### config.mk
export PLATFORM = sky130hd
export DESIGN_NAME = dbg1w_sync_ack
export DESIGN_NICKNAME = d
export VERILOG_FILES = /design/src/rtl/dbg1w_pkg.sv /design/src/rtl/dbg1w_sync2.sv /design/src/rtl/dbg1w_low_meter.sv /design/src/rtl/dbg1w_seq.sv /design/src/rtl/dbg1w_sync_ack.sv
export SDC_FILE = /design/constraint.sdc
export NUM_CORES = 1
export LEC_CHECK = 0
export BUFFER_PORTS_ARGS = -buffer_cell sky130_fd_sc_hd__buf_2
export CAP_MARGIN = 20
export CORE_MARGIN = 5
export CORE_UTILIZATION = 29
export DETAILED_ROUTE_END_ITERATION = 8
export PLACE_DENSITY = 0.47
export SYNTH_ARGS = -nofsm -noshare
export SYNTH_HDL_FRONTEND = slang
export SYNTH_SLANG_ARGS = --single-unit
### constraint.sdc
create_clock -name clk -period 1.7 [get_ports clk]
set_input_delay 0.255 -clock clk [delete_from_list [all_inputs] [get_ports clk]]
set_output_delay 0.255 -clock clk [all_outputs]
set_load 0.01 [all_outputs]
### src/rtl/dbg1w_pkg.sv
package dbg1w_pkg;
  typedef enum logic [2:0] {
    ST_IDLE,
    ST_ACK_LO,
    ST_ACK_HI,
    ST_RSP_WAIT,
    ST_RSP_LO,
    ST_RSP_HI
  } seq_state_t;
endpackage

### src/rtl/dbg1w_sync2.sv
module dbg1w_sync2 #(
  parameter int STAGES = 2
) (
  input  logic clk,
  input  logic rst_n,
  input  logic d,
  output logic q
);
  logic [STAGES-1:0] chain_q;

  always_ff @(posedge clk or negedge rst_n) begin
    if (!rst_n) chain_q <= '1;
    else        chain_q <= {chain_q[STAGES-2:0], d};
  end

  assign q = chain_q[STAGES-1];
endmodule

### src/rtl/dbg1w_low_meter.sv
module dbg1w_low_meter #(
  parameter int SYNC_MIN = 128
) (
  input  logic clk,
  input  logic rst_n,
  input  logic rx_level,
  input  logic mask,
  output logic sync_hit
);
  localparam int CW = $clog2(SYNC_MIN + 1);

  logic          prev_q;
  logic          meas_q;
  logic [CW-1:0] cnt_q;
  logic          fall, rise;

  assign fall     = prev_q & ~rx_level;
  assign rise     = ~prev_q & rx_level;
  assign sync_hit = rise & meas_q & ~mask & (cnt_q == CW'(SYNC_MIN));

  always_ff @(posedge clk or negedge rst_n) begin
    if (!rst_n) begin
      prev_q <= 1'b1;
      meas_q <= 1'b0;
      cnt_q  <= '0;
    end else begin
      prev_q <= rx_level;
      if (mask) begin
        meas_q <= 1'b0;
        cnt_q  <= '0;
      end else if (fall) begin
        meas_q <= 1'b1;
        cnt_q  <= CW'(1);
      end else if (meas_q && !rx_level) begin
        if (cnt_q != CW'(SYNC_MIN)) cnt_q <= cnt_q + CW'(1);
      end else if (rise) begin
        meas_q <= 1'b0;
      end
    end
  end

  // own drive hides the pin from qualification
  assert_masked_no_hit_R8: assert property (@(posedge clk) disable iff (!rst_n)
    mask |=> !sync_hit);
  // saturating counter never exceeds the threshold
  assert_cnt_saturates_R7: assert property (@(posedge clk) disable iff (!rst_n)
    (meas_q && cnt_q == CW'(SYNC_MIN) && !rx_level && !mask) |=> cnt_q == CW'(SYNC_MIN));
endmodule

### src/rtl/dbg1w_seq.sv
module dbg1w_seq
  import dbg1w_pkg::*;
#(
  parameter int ACK_LEN  = 16,
  parameter int RESP_DLY = 16,
  parameter int RESP_LEN = 128
) (
  input  logic clk,
  input  logic rst_n,
  input  logic sync_hit,
  input  logic cmd_busy,
  input  logic cmd_done,
  output logic pin_oe,
  output logic pin_out,
  output logic cmd_abort
);
  localparam int MAXL = (ACK_LEN > RESP_LEN) ?
                        ((ACK_LEN > RESP_DLY) ? ACK_LEN : RESP_DLY) :
                        ((RESP_LEN > RESP_DLY) ? RESP_LEN : RESP_DLY);
  localparam int TW = $clog2(MAXL + 1);

  seq_state_t    state_q;
  logic [TW-1:0] tmr_q;

  always_ff @(posedge clk or negedge rst_n) begin
    if (!rst_n) begin
      state_q   <= ST_IDLE;
      tmr_q     <= '0;
      cmd_abort <= 1'b0;
    end else begin
      cmd_abort <= sync_hit & (cmd_busy | cmd_done);
      unique case (state_q)
        ST_IDLE: begin
          tmr_q <= '0;
          if (sync_hit)      state_q <= ST_RSP_WAIT;
          else if (cmd_done) state_q <= ST_ACK_LO;
        end
        ST_ACK_LO: begin
          if (tmr_q == TW'(ACK_LEN - 1)) begin
            state_q <= ST_ACK_HI;
            tmr_q   <= '0;
          end else tmr_q <= tmr_q + TW'(1);
        end
        ST_ACK_HI: state_q <= ST_IDLE;
        ST_RSP_WAIT: begin
          if (sync_hit) tmr_q <= '0;
          else if (tmr_q == TW'(RESP_DLY - 1)) begin
            state_q <= ST_RSP_LO;
            tmr_q   <= '0;
          end else tmr_q <= tmr_q + TW'(1);
        end
        ST_RSP_LO: begin
          if (tmr_q == TW'(RESP_LEN - 1)) begin
            state_q <= ST_RSP_HI;
            tmr_q   <= '0;
          end else tmr_q <= tmr_q + TW'(1);
        end
        ST_RSP_HI: state_q <= ST_IDLE;
        default:   state_q <= ST_IDLE;
      endcase
    end
  end

  assign pin_oe  = (state_q == ST_ACK_LO) || (state_q == ST_ACK_HI) ||
                   (state_q == ST_RSP_LO) || (state_q == ST_RSP_HI);
  assign pin_out = (state_q == ST_ACK_HI) || (state_q == ST_RSP_HI);

  // abort is a single-cycle strobe
  assert_abort_single_R3: assert property (@(posedge clk) disable iff (!rst_n)
    cmd_abort |=> !cmd_abort);
  // abort only follows a qualified request
  assert_abort_after_sync_R3: assert property (@(posedge clk) disable iff (!rst_n)
    cmd_abort |-> $past(sync_hit));
  // every drive period opens low
  assert_drive_starts_low_R4: assert property (@(posedge clk) disable iff (!rst_n)
    $rose(pin_oe) |-> !pin_out);
  // speedup lasts one cycle, then release
  assert_speedup_release_R6: assert property (@(posedge clk) disable iff (!rst_n)
    (pin_oe && pin_out) |=> !pin_oe);
  // a request beats a same-cycle completion
  assert_sync_beats_done_R9: assert property (@(posedge clk) disable iff (!rst_n)
    (sync_hit && cmd_done && state_q == ST_IDLE) |=> !pin_oe);
endmodule

### src/rtl/dbg1w_sync_ack.sv
module dbg1w_sync_ack #(
  parameter int SYNC_STAGES = 2,
  parameter int SYNC_MIN    = 128,
  parameter int ACK_LEN     = 16,
  parameter int RESP_DLY    = 16,
  parameter int RESP_LEN    = 128
) (
  input  logic clk,
  input  logic rst_n,
  input  logic pin_in,
  input  logic cmd_busy,
  input  logic cmd_done,
  output logic pin_oe,
  output logic pin_out,
  output logic rx_level,
  output logic cmd_abort
);
  logic sync_hit;

  dbg1w_sync2 #(.STAGES(SYNC_STAGES)) u_sync (
    .clk(clk), .rst_n(rst_n), .d(pin_in), .q(rx_level)
  );

  dbg1w_low_meter #(.SYNC_MIN(SYNC_MIN)) u_meter (
    .clk(clk), .rst_n(rst_n), .rx_level(rx_level), .mask(pin_oe),
    .sync_hit(sync_hit)
  );

  dbg1w_seq #(.ACK_LEN(ACK_LEN), .RESP_DLY(RESP_DLY), .RESP_LEN(RESP_LEN)) u_seq (
    .clk(clk), .rst_n(rst_n), .sync_hit(sync_hit), .cmd_busy(cmd_busy),
    .cmd_done(cmd_done), .pin_oe(pin_oe), .pin_out(pin_out), .cmd_abort(cmd_abort)
  );
endmodule

======== Word-level counts from Yosys, hierarchy flattened ========
Index checks and enable logic that the tools add are counted.
word-level totals
  bits of input ports ..................... 5
  memory bits (read-only) ................. 0
  logic and storage cells ................. 67
  latch bits .............................. 0
  output and inout bits ................... 4
  register bits after elaboration ......... 24
  memories kept ........................... 0
  memory bits (writable) .................. 0
operators by class
  order comparisons ....................... 0
  reduce and logical (&&, ||, !) cells .... 14
  $mul .................................... 0
  shifts and indexed selects .............. 0
  bitwise gates (word level) .............. 10
  equal/unequal tests ..................... 15
  add/sub/neg operators ................... 2
  mux-type cells .......................... 19
  divide/modulo/power cells ............... 0
operators by type and width
  operator                                                               count
  8-bit 2-to-1 mux                                                       7
  8-bit case mux with 4 select lines                                     1
  3-bit 2-to-1 mux                                                       6
  8-bit by 1-bit adder with 8-bit output, second input constant          2
  3-bit case mux with 4 select lines                                     1
  3-bit nonzero test                                                     3
  8-bit by 4-bit equality test with 1-bit output, second input constant  1
  8-bit by 7-bit equality test with 1-bit output, second input constant  1
  8-bit equality test, second input constant                             1
  8-bit != test, second input constant                                   1
  1-bit bitwise AND                                                      6
  3-bit by 2-bit equality test with 1-bit output, second input constant  2
  3-bit equality test, second input constant                             2
  2-bit by 1-bit != test with 1-bit output, second input constant        3
  5-bit AND reduction                                                    1
  1-bit logical OR                                                       4
  1-bit 2-to-1 mux                                                       4
  2-bit AND reduction                                                    2
  4-bit nonzero test                                                     1
  3-bit by 1-bit equality test with 1-bit output, second input constant  1
  3-bit logical NOT                                                      1
  3-bit by 1-bit != test with 1-bit output, second input constant        1
  3-bit by 2-bit != test with 1-bit output, second input constant        1
  1-bit inverter                                                         3
  other kinds (4)                                                        4

======== Logic depth before layout (Yosys ltp) ========
Gate-level depths: netlist of the first run.
  depth in word-level cells ............... 9
  gate-level depth with buffers ........... 8
  gate-level depth less buffers ........... 7

======== Cells and area by module ========
A second synthesis of the first run with hierarchy kept.
second synthesis, totals
  cell total of the unflattened synthesis .. 140
  area, all modules ....................... 1290.0 um^2
by module, submodules not included
  module           instances  sequential area each (um^2)  cells each  area an instance (um^2)
  dbg1w_seq        1          300.3                        78          665.6
  dbg1w_low_meter  1          251.5                        60          571.8
  dbg1w_sync2      1          52.6                         2           52.6

======== Worst setup path after synthesis of the first run ========
Ideal clock, no wire load.
  path kind ............................... register -> register
  from .................................... register u_meter.prev_q
  to ...................................... register u_seq.tmr_q[3]
  library setup time ...................... 0.064 ns
  setup slack ............................. -0.079 ns
  arrival time ............................ 1.715 ns
  period minus slack after synthesis ...... 1.779 ns
  stages on the path, launching flop included .. 9
  path buffers ............................ 1
  required time ........................... 1.636 ns
  cell sequence ........................... dfstp_2 > inv_1 > ha_1 > and3_2 > and4_1 > o22a_2 > buf_6 > o21ai_0 > a21o_1
between the ends
  word-level cells in the longest chain between the ends .. 7
RTL lines
  what                                RTL line               text
  start, declared                     dbg1w_low_meter.sv:12  logic prev_q;
  start signal, assigned              dbg1w_low_meter.sv:27  prev_q <= rx_level;
  1-bit inverter                      dbg1w_low_meter.sv:18  assign rise = ~prev_q & rx_level;
  1-bit bitwise AND                   dbg1w_low_meter.sv:18
  1-bit bitwise AND (3 in series)     dbg1w_low_meter.sv:19  assign sync_hit = rise & meas_q & ~mask & (cnt_q == CW'(SYNC_MIN));
  8-bit 2-to-1 mux                    dbg1w_seq.sv:46        if (sync_hit) tmr_q <= '0;
  8-bit case mux with 4 select lines  dbg1w_seq.sv:32        unique case (state_q)
  end signal, assigned                dbg1w_seq.sv:42        end else tmr_q <= tmr_q + TW'(1);
  end signal, assigned                dbg1w_seq.sv:50        end else tmr_q <= tmr_q + TW'(1);
  end signal, assigned                dbg1w_seq.sv:56        end else tmr_q <= tmr_q + TW'(1);
  end, declared                       dbg1w_seq.sv:23        logic [TW-1:0] tmr_q;
Every way passes these cells.
A chain may end at the register's enable or synchronous reset.

======== Worst setup path in the final report of the first run ========
  from .................................... register u_sync.chain_q[1]
  to ...................................... register u_seq.tmr_q[5]
between the ends
  word-level cells in the longest chain between the ends .. 6
RTL lines
  what                                RTL line               text
  start, declared                     dbg1w_sync2.sv:9       logic [STAGES-1:0] chain_q;
  start signal, assigned              dbg1w_sync2.sv:13      else chain_q <= {chain_q[STAGES-2:0], d};
  1-bit bitwise AND                   dbg1w_low_meter.sv:18
  1-bit bitwise AND (3 in series)     dbg1w_low_meter.sv:19
  8-bit 2-to-1 mux                    dbg1w_seq.sv:46
  8-bit case mux with 4 select lines  dbg1w_seq.sv:32
Every way passes these cells.

==> impl_metrics.csv, run 1 <==
group,metric,value,unit
worst_setup_path,critPathArrivalTime,1.86,ns
finish,layout-drive-gt1-share,34.7,%
outcome,status,"complete, but fails checks",
yosys,synth.area.top_cells,"dfrtp_1 39%, dfstp_2 5.9%, nor2_1 4.8%",
route,drt_iter0_markers,53,
floorplan,die_area,6090,um2
finish,mostFrequentLayoutCell,"buf_4",
yosys,ys_async_sr_fraction,100,%
finish,final_cell_mix,"21 x buf_4, 20 x dfrtp_1, 15 x nor2_1, 15 x nand2_1",
yosys,synth_nets,153,
worst_setup_path,path_class,"reg -> reg",
worst_hold_path,hold_path.class,"in -> reg",
route,avgViaCountPerCell,4.81,
worst_hold_path,whs_path_depth,1,
finish,n_antenna_cell,0,
outcome,violations,"setup timing",
yosys,synthesis.area,1340,um2
global_routing,gr-usage-all-layers,10.8,%
route,drc,0,
yosys,ys_seq_area_share,45.0,%
sta,slew_headroom,62.5,%
yosys,ys_ff_latch,24,
yosys,netlist-cell-type-count,37,
floorplan,initial_core_util,30.4,%
clock_tree,cts_sinks,24,
route,ant_nets,0,
finish,area_growth,28.8,%
yosys,synth_top_cell_by_area,"dfrtp_1",
global_routing,grt_pass1_wl,5460,um
sta,maxSlewViolCount,0,
clock_tree,clockBufferDepth,2,
global_routing,grt_start_max_net_pins,25,
sta,fin_skew,0.00938,ns
route,first_pass_iters,4,
placement,dp_hpwl,2180,um
clock_tree,path_clk_slew,0.09,ns
yosys,synth-edff-count,0,
yosys,synthCells,143,
worst_setup_path,reg2reg_depth,6,
floorplan,pin_count,9,
floorplan,core,4410,um2
sta,finalWorstSetupSlack,-0.00116,ns
sta,whs,0.0699,ns
global_routing,antenna_found_initial,0,
yosys,ys_warn_count,0,
route,wl_per_cell,13.2,um
yosys,synth_ff_type,"dfrtp_1",
sta,setup_viol,1,
sta,rsz0062_at_grt,"yes",
sta,fmax,588,MHz
floorplan,rows,24,
clock_tree,cts_setup_buffers,0,
power_and_ir_drop,worst_ir_drop_vdd,0.435,mV
worst_setup_path,cp-start-kind,"flip-flop",
floorplan,die_h,78.0,um
finish,fin_area,1730,um2
finish,n_fill_cell,449,
placement,globalplace.congestion,0.777,
power_and_ir_drop,p_per_area,1310,nW/um2
sta,final-hold-violation-count,0,
route,vias,1083,
finish,nets,184,
global_routing,grt_pass1_vias,1137,
clock_tree,clk_latency,0.27,ns
clock_tree,root_buffer,"clkbuf_8",
placement,portBuffers,8,
route,drt_wl_total,2980,um
clock_tree,cts_tree,"yes",
floorplan,dieWidth,78.0,um
sta,final.min_clock_period,1.70,ns
placement,dpl-instance-area,1600,um2
sta,tightest_slew,0.562,ns
clock_tree,cts_made_buffers,3,
worst_setup_path,crit_fanout,6,
clock_tree,htreeDepth,1,
run,max_cap_viol_count,0,
yosys,yosysTopAreaCellShare,39.1,%
worst_setup_path,endpoint_kind,"flip-flop",
power_and_ir_drop,power.leakage,0.810,nW
sta,timing.final.crit_share,100,%
yosys,syn_area_per_cell,9.39,um2
global_routing,overflow,0,
worst_setup_path,worst_ep_required_time,1.86,ns
cells by family after synthesis:
| kind of cell | after synthesis | share of synthesized area, % |
|---|---|---|
| adders and majority gates | 5 | 4.66 |
| DFF | 24 | 45.0 |
| and+or+nand+nor | 64 | 25.5 |
| AOI/OAI and AO/OA | 28 | 13.3 |
| xor gates and xnor gates | 10 | 6.52 |
| buffers and inverters | 11 | 4.19 |
| muxes | 1 | 0.746 |
metrics by stage:
step | TNS (ns) | utilization [%] | setup WS [ns] | total power [mW] | std cells
final | -0.00116 | 39.2 | -0.00116 | 2.27 | 225
after global routing | -0.292 | 39.2 | -0.0580 | 2.44 | 225
after CTS | 0 | 38.9 | 0.00548 | 2.26 | 225
after detailed placement | -0.222 | 36.3 | -0.0817 | 1.68 | 219
after global placement | -0.0899 | 36.3 | -0.0526 | 1.66 | 219
after floorplan | -0.000771 | - | -0.000771 | 1.37 | 143
final timing paths:
kind	from	end	slack, ns
min in group asynchronous	rst_n	u_meter.cnt_q[5]	0.50
max	u_sync.chain_q[1]	u_seq.tmr_q[5]	-0.001
min	pin_in	u_sync.chain_q[0]	0.07
min reg2reg	u_sync.chain_q[0]	u_sync.chain_q[1]	0.36
max in group asynchronous	rst_n	u_seq.state_q[1]	0.80
max reg2reg	u_sync.chain_q[1]	u_seq.tmr_q[5]	-0.001
worst max-delay path, stage by stage (launching register included):
cell and delay, ns:
dfstp_2 0.56, ha_4 0.12, and3_2 0.16, and4_4 0.22, o22a_4 0.20, nor3_2 0.06, a211o_1 0.25
layer usage:
layer  wire, um  track usage [%]  part of all wire, %
met5          0                0                    0
met1       1530             15.3                   51
met4         23             4.39                 0.77
met2       1330             16.3                   45
met3         91             2.06                  3.1
flip-flops by register name, summed over array words and instances (netlist names):
register,flops
u_seq.tmr_q,8
u_sync.chain_q,2
u_meter.meas_q,1
u_meter.prev_q,1
u_seq.state_q,3
u_meter.cnt_q,8
u_seq.cmd_abort,1
layout make-up:
cell class,instances,area (um2),share of cell area [%]
timing repair buffer,30,208,12.0
tap,52,65.1,3.76
clock buffer,3,41.3,2.39
inverter,6,22.5,1.30
clock inverter,1,30.0,1.74
sequential,24,606,35.0
multi-input combinational,109,757,43.8
power by group:
| part | switching [mW] | total (mW) | internal, mW | leakage, nW |
|---|---|---|---|---|
| clock | 0.193 | 0.508 | 0.315 | 0.0357 |
| sequential | 0.0895 | 0.767 | 0.678 | 0.311 |
| combinational | 0.517 | 0.993 | 0.476 | 0.463 |
| total | 0.799 | 2.27 | 1.47 | 0.810 |
synthesized netlist by cell type, types with 4 or more instances:
library cell,count
dfrtp_1,21
a21oi_1,5
a21o_1,4
xnor2_1,5
nand2_1,15
inv_1,6
ha_1,5
xor2_1,5
nor2_1,17
nand3_1,7
o21ai_0,12
repair_timing:
action | in CTS | in global routing
gates cloned | 1 | 0
pin swaps | 1 | 0
hold buffers | 1 | 0
hold endpoints to repair | 21 | 0
resized for setup | 5 | 6
endpoints found under the setup margin | 4 | 10
(Power assumes the default switching activity.)
==> inputs of run 2 (changes only) <==
GPL_ROUTABILITY_DRIVEN = 1   (was default)
PLACE_DENSITY = 0.45   (was 0.47)
clock period = 2 ns   (was 1.7 ns; I/O delays follow)
==> run 2 against run 1 <==
- the run now ends clean
- worst setup slack improved by 0.15 ns
- die area did not move
- non-clock buffer count fell by 19
- critical path depth did not move
- global-route usage fell by 1.9 points
- register-to-register slack improved by 0.15 ns
- clock-buffer cell count rose by 1
- clock power fell by 34%
- via count fell by 8.7%
- sequential power fell by 13%
- critical path type unchanged
==> impl_metrics.csv, run 2 (synthesis gave the netlist of run 1 again) <==
group,metric,value,unit
outcome,status,"complete, no violations",
route,drt_iter0_markers,53,
power_and_ir_drop,internal_power,1.01,mW
sta,tightest_slew,0.614,ns
worst_setup_path,crit_fanout,11,
clock_tree,cts_hold_buf,0,
clock_tree,htreeDepth,1,
route,first_pass_iters,4,
power_and_ir_drop,p_total,1.61,mW
floorplan,die_area,6090,um2
worst_setup_path,crit_path_start,"u_sync.chain_q[1]",
finish,layout-drive-gt1-share,17.6,%
floorplan,initial_core_util,30.4,%
sta,timing.final.crit_share,92.7,%
clock_tree,cts_setup_buffers,0,
finish,final_cell_mix,"21 x dfrtp_1, 17 x nor2_1, 15 x nand2_1",
sta,final.min_clock_period,1.85,ns
finish,reg_top3,"u_meter.cnt_q: 8 flops, u_seq.tmr_q: 8 flops, u_seq.state_q: 3 flops",
sta,maxSlewViolCount,0,
route,wl_per_cell,12.6,um
run,max_cap_viol_count,0,
sta,final-hold-violation-count,0,
clock_tree,root_buffer,"clkbuf_8",
sta,setup_viol,0,
worst_hold_path,hold_path.class,"in -> async",
power_and_ir_drop,p_per_area,1080,nW/um2
floorplan,dieWidth,78.0,um
finish,nets,164,
global_routing,antenna_found_initial,0,
route,vias,989,
sta,final.setup.tns,0,ns
sta,fin_skew,0.00222,ns
global_routing,grt_pass1_wl,4560,um
route,ant_nets,0,
clock_tree,cts_made_buffers,3,
route,drc,0,
clock_tree,cts_sinks,24,
clock_tree,clockBufferDepth,2,
power_and_ir_drop,p_sw,0.596,mW
clock_tree,path_clk_slew,0.09,ns
floorplan,pin_count,9,
global_routing,overflow,0,
clock_tree,clk_latency,0.27,ns
placement,dp_hpwl,1920,um
worst_setup_path,critPathArrivalTime,2.01,ns
floorplan,core,4410,um2
worst_setup_path,reg2reg_from,"u_sync.chain_q[1]",
global_routing,gr-usage-all-layers,8.98,%
placement,portBuffers,8,
finish,area_growth,11.1,%
clock_tree,cts_tree,"yes",
power_and_ir_drop,pwr-share-clk,20.9,%
power_and_ir_drop,worst_ir_drop_vdd,0.303,mV
finish,n_antenna_cell,0,
floorplan,die_h,78.0,um
worst_setup_path,endpoint_kind,"flip-flop",
power_and_ir_drop,p_seq_share,41.3,%
global_routing,grt_pass1_vias,958,
clock_tree,post_cts_resize_count,0,
worst_setup_path,worst_ep_required_time,2.16,ns
finish,finalNonFillerCells,205,
power_and_ir_drop,power.leakage,0.680,nW
placement,dp.cells,201,
finish,utilization,33.8,%
power_and_ir_drop,p_sw_share,37.0,%
route,avgViaCountPerCell,4.82,
finish,mostFrequentLayoutCell,"dfrtp_1",
sta,rsz0062_at_grt,"no",
floorplan,rows,24,
worst_setup_path,path_class,"reg -> reg",
sta,slew_headroom,58.8,%
power_and_ir_drop,combPwrFrac,37.8,%
placement,globalplace.congestion,0.772,
global_routing,grt_start_max_net_pins,25,
sta,fmax,539,MHz
route,drt_wl_total,2580,um
worst_setup_path,cp-start-kind,"flip-flop",
run 2: cell count changes in the layout (fill, tap and decap cells not counted), sizes merged:
| cell | previous run | this run |
|---|---|---|
| dlygate4sd3 | 1 | 0 |
| bufinv | 1 | 0 |
| o22a | 2 | 1 |
| buf | 29 | 11 |
| clkbuf | 3 | 4 |
run 2: area by class of cell:
cell class | instances | area, um2
tap | 52 | 65.1
inverter | 6 | 22.5
multi-input combinational | 108 | 682
fill | 457 | 2920
sequential | 24 | 604
clock buffer | 4 | 55.1
timing repair buffer | 11 | 62.6
run 2: critical path: stages, from the launching register on:
cell	delay [ns]
dfstp_2	0.60
ha_1	0.18
and3_2	0.17
and4_1	0.22
o22a_2	0.26
nor2_2	0.06
a211o_1	0.26
run 2: power groups by stage:
stage,sequential (mW),combinational (mW),clock [mW]
after global placement,0.670,0.612,0
final,0.665,0.609,0.337
after global routing,0.681,0.694,0.365
after detailed placement,0.674,0.615,0
after floorplan,0.643,0.503,0
after CTS,0.665,0.621,0.350
run 2: routing by layer:
| layer | routed length [um] | global-route usage [%] | vias to the layer above |
|---|---|---|---|
| met4 | 22 | 3.55 | 0 |
| met1 | 1410 | 13.8 | 462 |
| met2 | 1080 | 12.2 | 9 |
| met5 | 0 | 0 | - |
| li1 | - | - | 516 |
| met3 | 71 | 1.72 | 2 |
run 2: through the flow:
step                hold slack (ns)  area [um2]  setup slack (ns)
detailed placement            0.328        1440             0.147
finish                      0.00781        1490             0.145
CTS                          0.0323        1490             0.129
global route                 0.0478        1490            0.0249
floorplan                   0.00441        1340             0.221
global placement              0.325        1440             0.154
run 2: path summary, 6_finish.rpt:
kind / cells after the start / end / slack (ns)
max: 6 / u_seq.tmr_q[5] / 0.15
min: 1 / u_seq.tmr_q[5] / 0.008
max reg2reg: 6 / u_seq.tmr_q[5] / 0.15
min reg2reg: 0 / u_sync.chain_q[1] / 0.36
max in group asynchronous: 1 / u_meter.prev_q / 1.62
min in group clk: 1 / u_sync.chain_q[0] / 0.12
==> inputs of run 3 (changes only) <==
CORE_ASPECT_RATIO = 0.7   (was default)
==> run 3 against run 2 <==
- global-route usage increased by 0.54 points
- flip-flop and latch count unchanged
- hold slack improved by 0.0030 ns
- fmax increased by 2.1%
- first-iteration DRC count decreased by 19%
- worst setup slack improved by 0.037 ns
- critical path depth unchanged
- sequential power increased by 3.5%
- critical path type unchanged
- critical endpoint unchanged
- largest power group unchanged
- highest routed layer unchanged
==> impl_metrics.csv, run 3 (synthesis gave the netlist of run 1 again) <==
group,metric,value,unit
floorplan,dieWidth,91.3,um
clock_tree,cts_made_buffers,3,
finish,area_growth,11.9,%
global_routing,grt_pass1_wl,4620,um
clock_tree,clk_latency,0.27,ns
floorplan,pin_count,9,
sta,maxSlewViolCount,0,
floorplan,die_h,66.9,um
sta,final-hold-violation-count,0,
worst_setup_path,path_cells,"ha_1 -> and3_2 -> and4_1 -> o22a_2 -> nor2_2 -> a211o_1",
placement,portBuffers,8,
worst_setup_path,crit_fanout,11,
run,max_cap_viol_count,0,
placement,pre_cts_slack,0.169,ns
finish,fin_area,1500,um2
route,vias,1024,
finish,nets,165,
floorplan,die_area,6110,um2
floorplan,rows,20,
clock_tree,htreeDepth,1,
clock_tree,root_buffer,"clkbuf_8",
sta,slew_headroom,60.6,%
global_routing,gr-usage-all-layers,9.53,%
clock_tree,cts_hold_buf,0,
power_and_ir_drop,worst_ir_drop_vdd,0.393,mV
finish,final_cell_mix,"21 x dfrtp_1, 17 x nor2_1, 15 x nand2_1",
sta,timing.final.crit_share,90.9,%
power_and_ir_drop,power.leakage,0.686,nW
worst_setup_path,path_class,"reg -> reg",
worst_hold_path,hold_path.class,"in -> async",
sta,setup_viol,0,
placement,dpl-instance-area,1450,um2
worst_setup_path,cp-start-kind,"flip-flop",
global_routing,overflow,0,
sta,fmax,550,MHz
finish,layout-drive-gt1-share,18.2,%
outcome,status,"complete, no violations",
power_and_ir_drop,p_total,1.64,mW
worst_setup_path,reg2reg_depth,6,
floorplan,core,4400,um2
clock_tree,path_clk_slew,0.08,ns
sta,final.min_clock_period,1.82,ns
route,drt_wl_total,2690,um
global_routing,antenna_found_initial,0,
route,drc,0,
floorplan,initial_core_util,30.5,%
route,avgViaCountPerCell,4.90,
clock_tree,cts_setup_buffers,0,
sta,finalWorstSetupSlack,0.183,ns
clock_tree,cts_tree,"yes",
worst_setup_path,slowest_delay,0.59,ns
worst_setup_path,cpMaxStageDelayCell,"dfstp_2",
finish,mostFrequentLayoutCell,"dfrtp_1",
clock_tree,clockBufferDepth,2,
sta,fin_skew,0.00455,ns
sta,tightest_slew,0.587,ns
finish,reg_top3,"u_meter.cnt_q: 8 flops, u_seq.tmr_q: 8 flops, u_seq.state_q: 3 flops",
worst_setup_path,critPathArrivalTime,1.97,ns
route,drt_iter0_markers,43,
clock_tree,cts_sinks,24,
global_routing,grt_pass1_vias,926,
clock_tree,post_cts_resize_count,0,
finish,n_antenna_cell,0,
power_and_ir_drop,p_per_area,1090,nW/um2
worst_setup_path,worst_ep_required_time,2.16,ns
sta,rsz0062_at_grt,"no",
worst_setup_path,endpoint_kind,"flip-flop",
route,wl_per_cell,12.9,um
route,ant_nets,0,
placement,globalplace.congestion,0.741,
route,first_pass_iters,4,
global_routing,grt_start_max_net_pins,25,
placement,dp_hpwl,2040,um
sta,final.setup.tns,0,ns
-- run 3: stage by stage --
| stage | hold WS (ns) | utilization, % | cells |
|---|---|---|---|
| 6_report | 0.0108 | 34.1 | 209 |
| 2_1_floorplan | 0.00441 | - | 143 |
| 3_5_place_dp | 0.322 | 32.9 | 205 |
| 3_3_place_gp | 0.330 | 32.9 | 205 |
| 5_1_grt | 0.0545 | 34.1 | 209 |
| 4_1_cts | 0.0278 | 34.1 | 209 |
-- run 3: report_power, final --
part	total (mW)	switching, mW	internal (mW)
clock	0.330	0.154	0.176
combinational	0.620	0.344	0.277
sequential	0.688	0.115	0.573
-- run 3: area by class of cell --
type,instances,area [um2]
fill,453,2900
multi-input combinational,108,682
sequential,24,604
timing repair buffer,12,70.1
tap,55,68.8
clock buffer,4,55.1
inverter,6,22.5
-- run 3: worst paths after layout --
check                             startpoint           endpoint  slack (ns)
min reg2reg                u_sync.chain_q[0]  u_sync.chain_q[1]        0.36
min                                    rst_n     u_seq.tmr_q[7]        0.01
max in group asynchronous              rst_n  u_sync.chain_q[0]        1.62
max                        u_sync.chain_q[1]     u_seq.tmr_q[5]        0.18
max reg2reg                u_sync.chain_q[1]     u_seq.tmr_q[5]        0.18
min in group clk                      pin_in  u_sync.chain_q[0]        0.12
-- run 3: per-layer routing --
metal / share of wire, % / GRT usage [%]
met1: 57 / 14.4
met2: 38 / 12.9
met3: 5.2 / 3.27
met4: 0.45 / 1.65
met5: 0 / 0
-- run 3: critical path, delay by kind of cell (launching register included) --
family / cells / cell delay [ns]
and+or+nand+nor: 3 / 0.44
adders and majority gates: 1 / 0.17
DFF: 1 / 0.59
AOI/OAI and AO/OA: 2 / 0.51
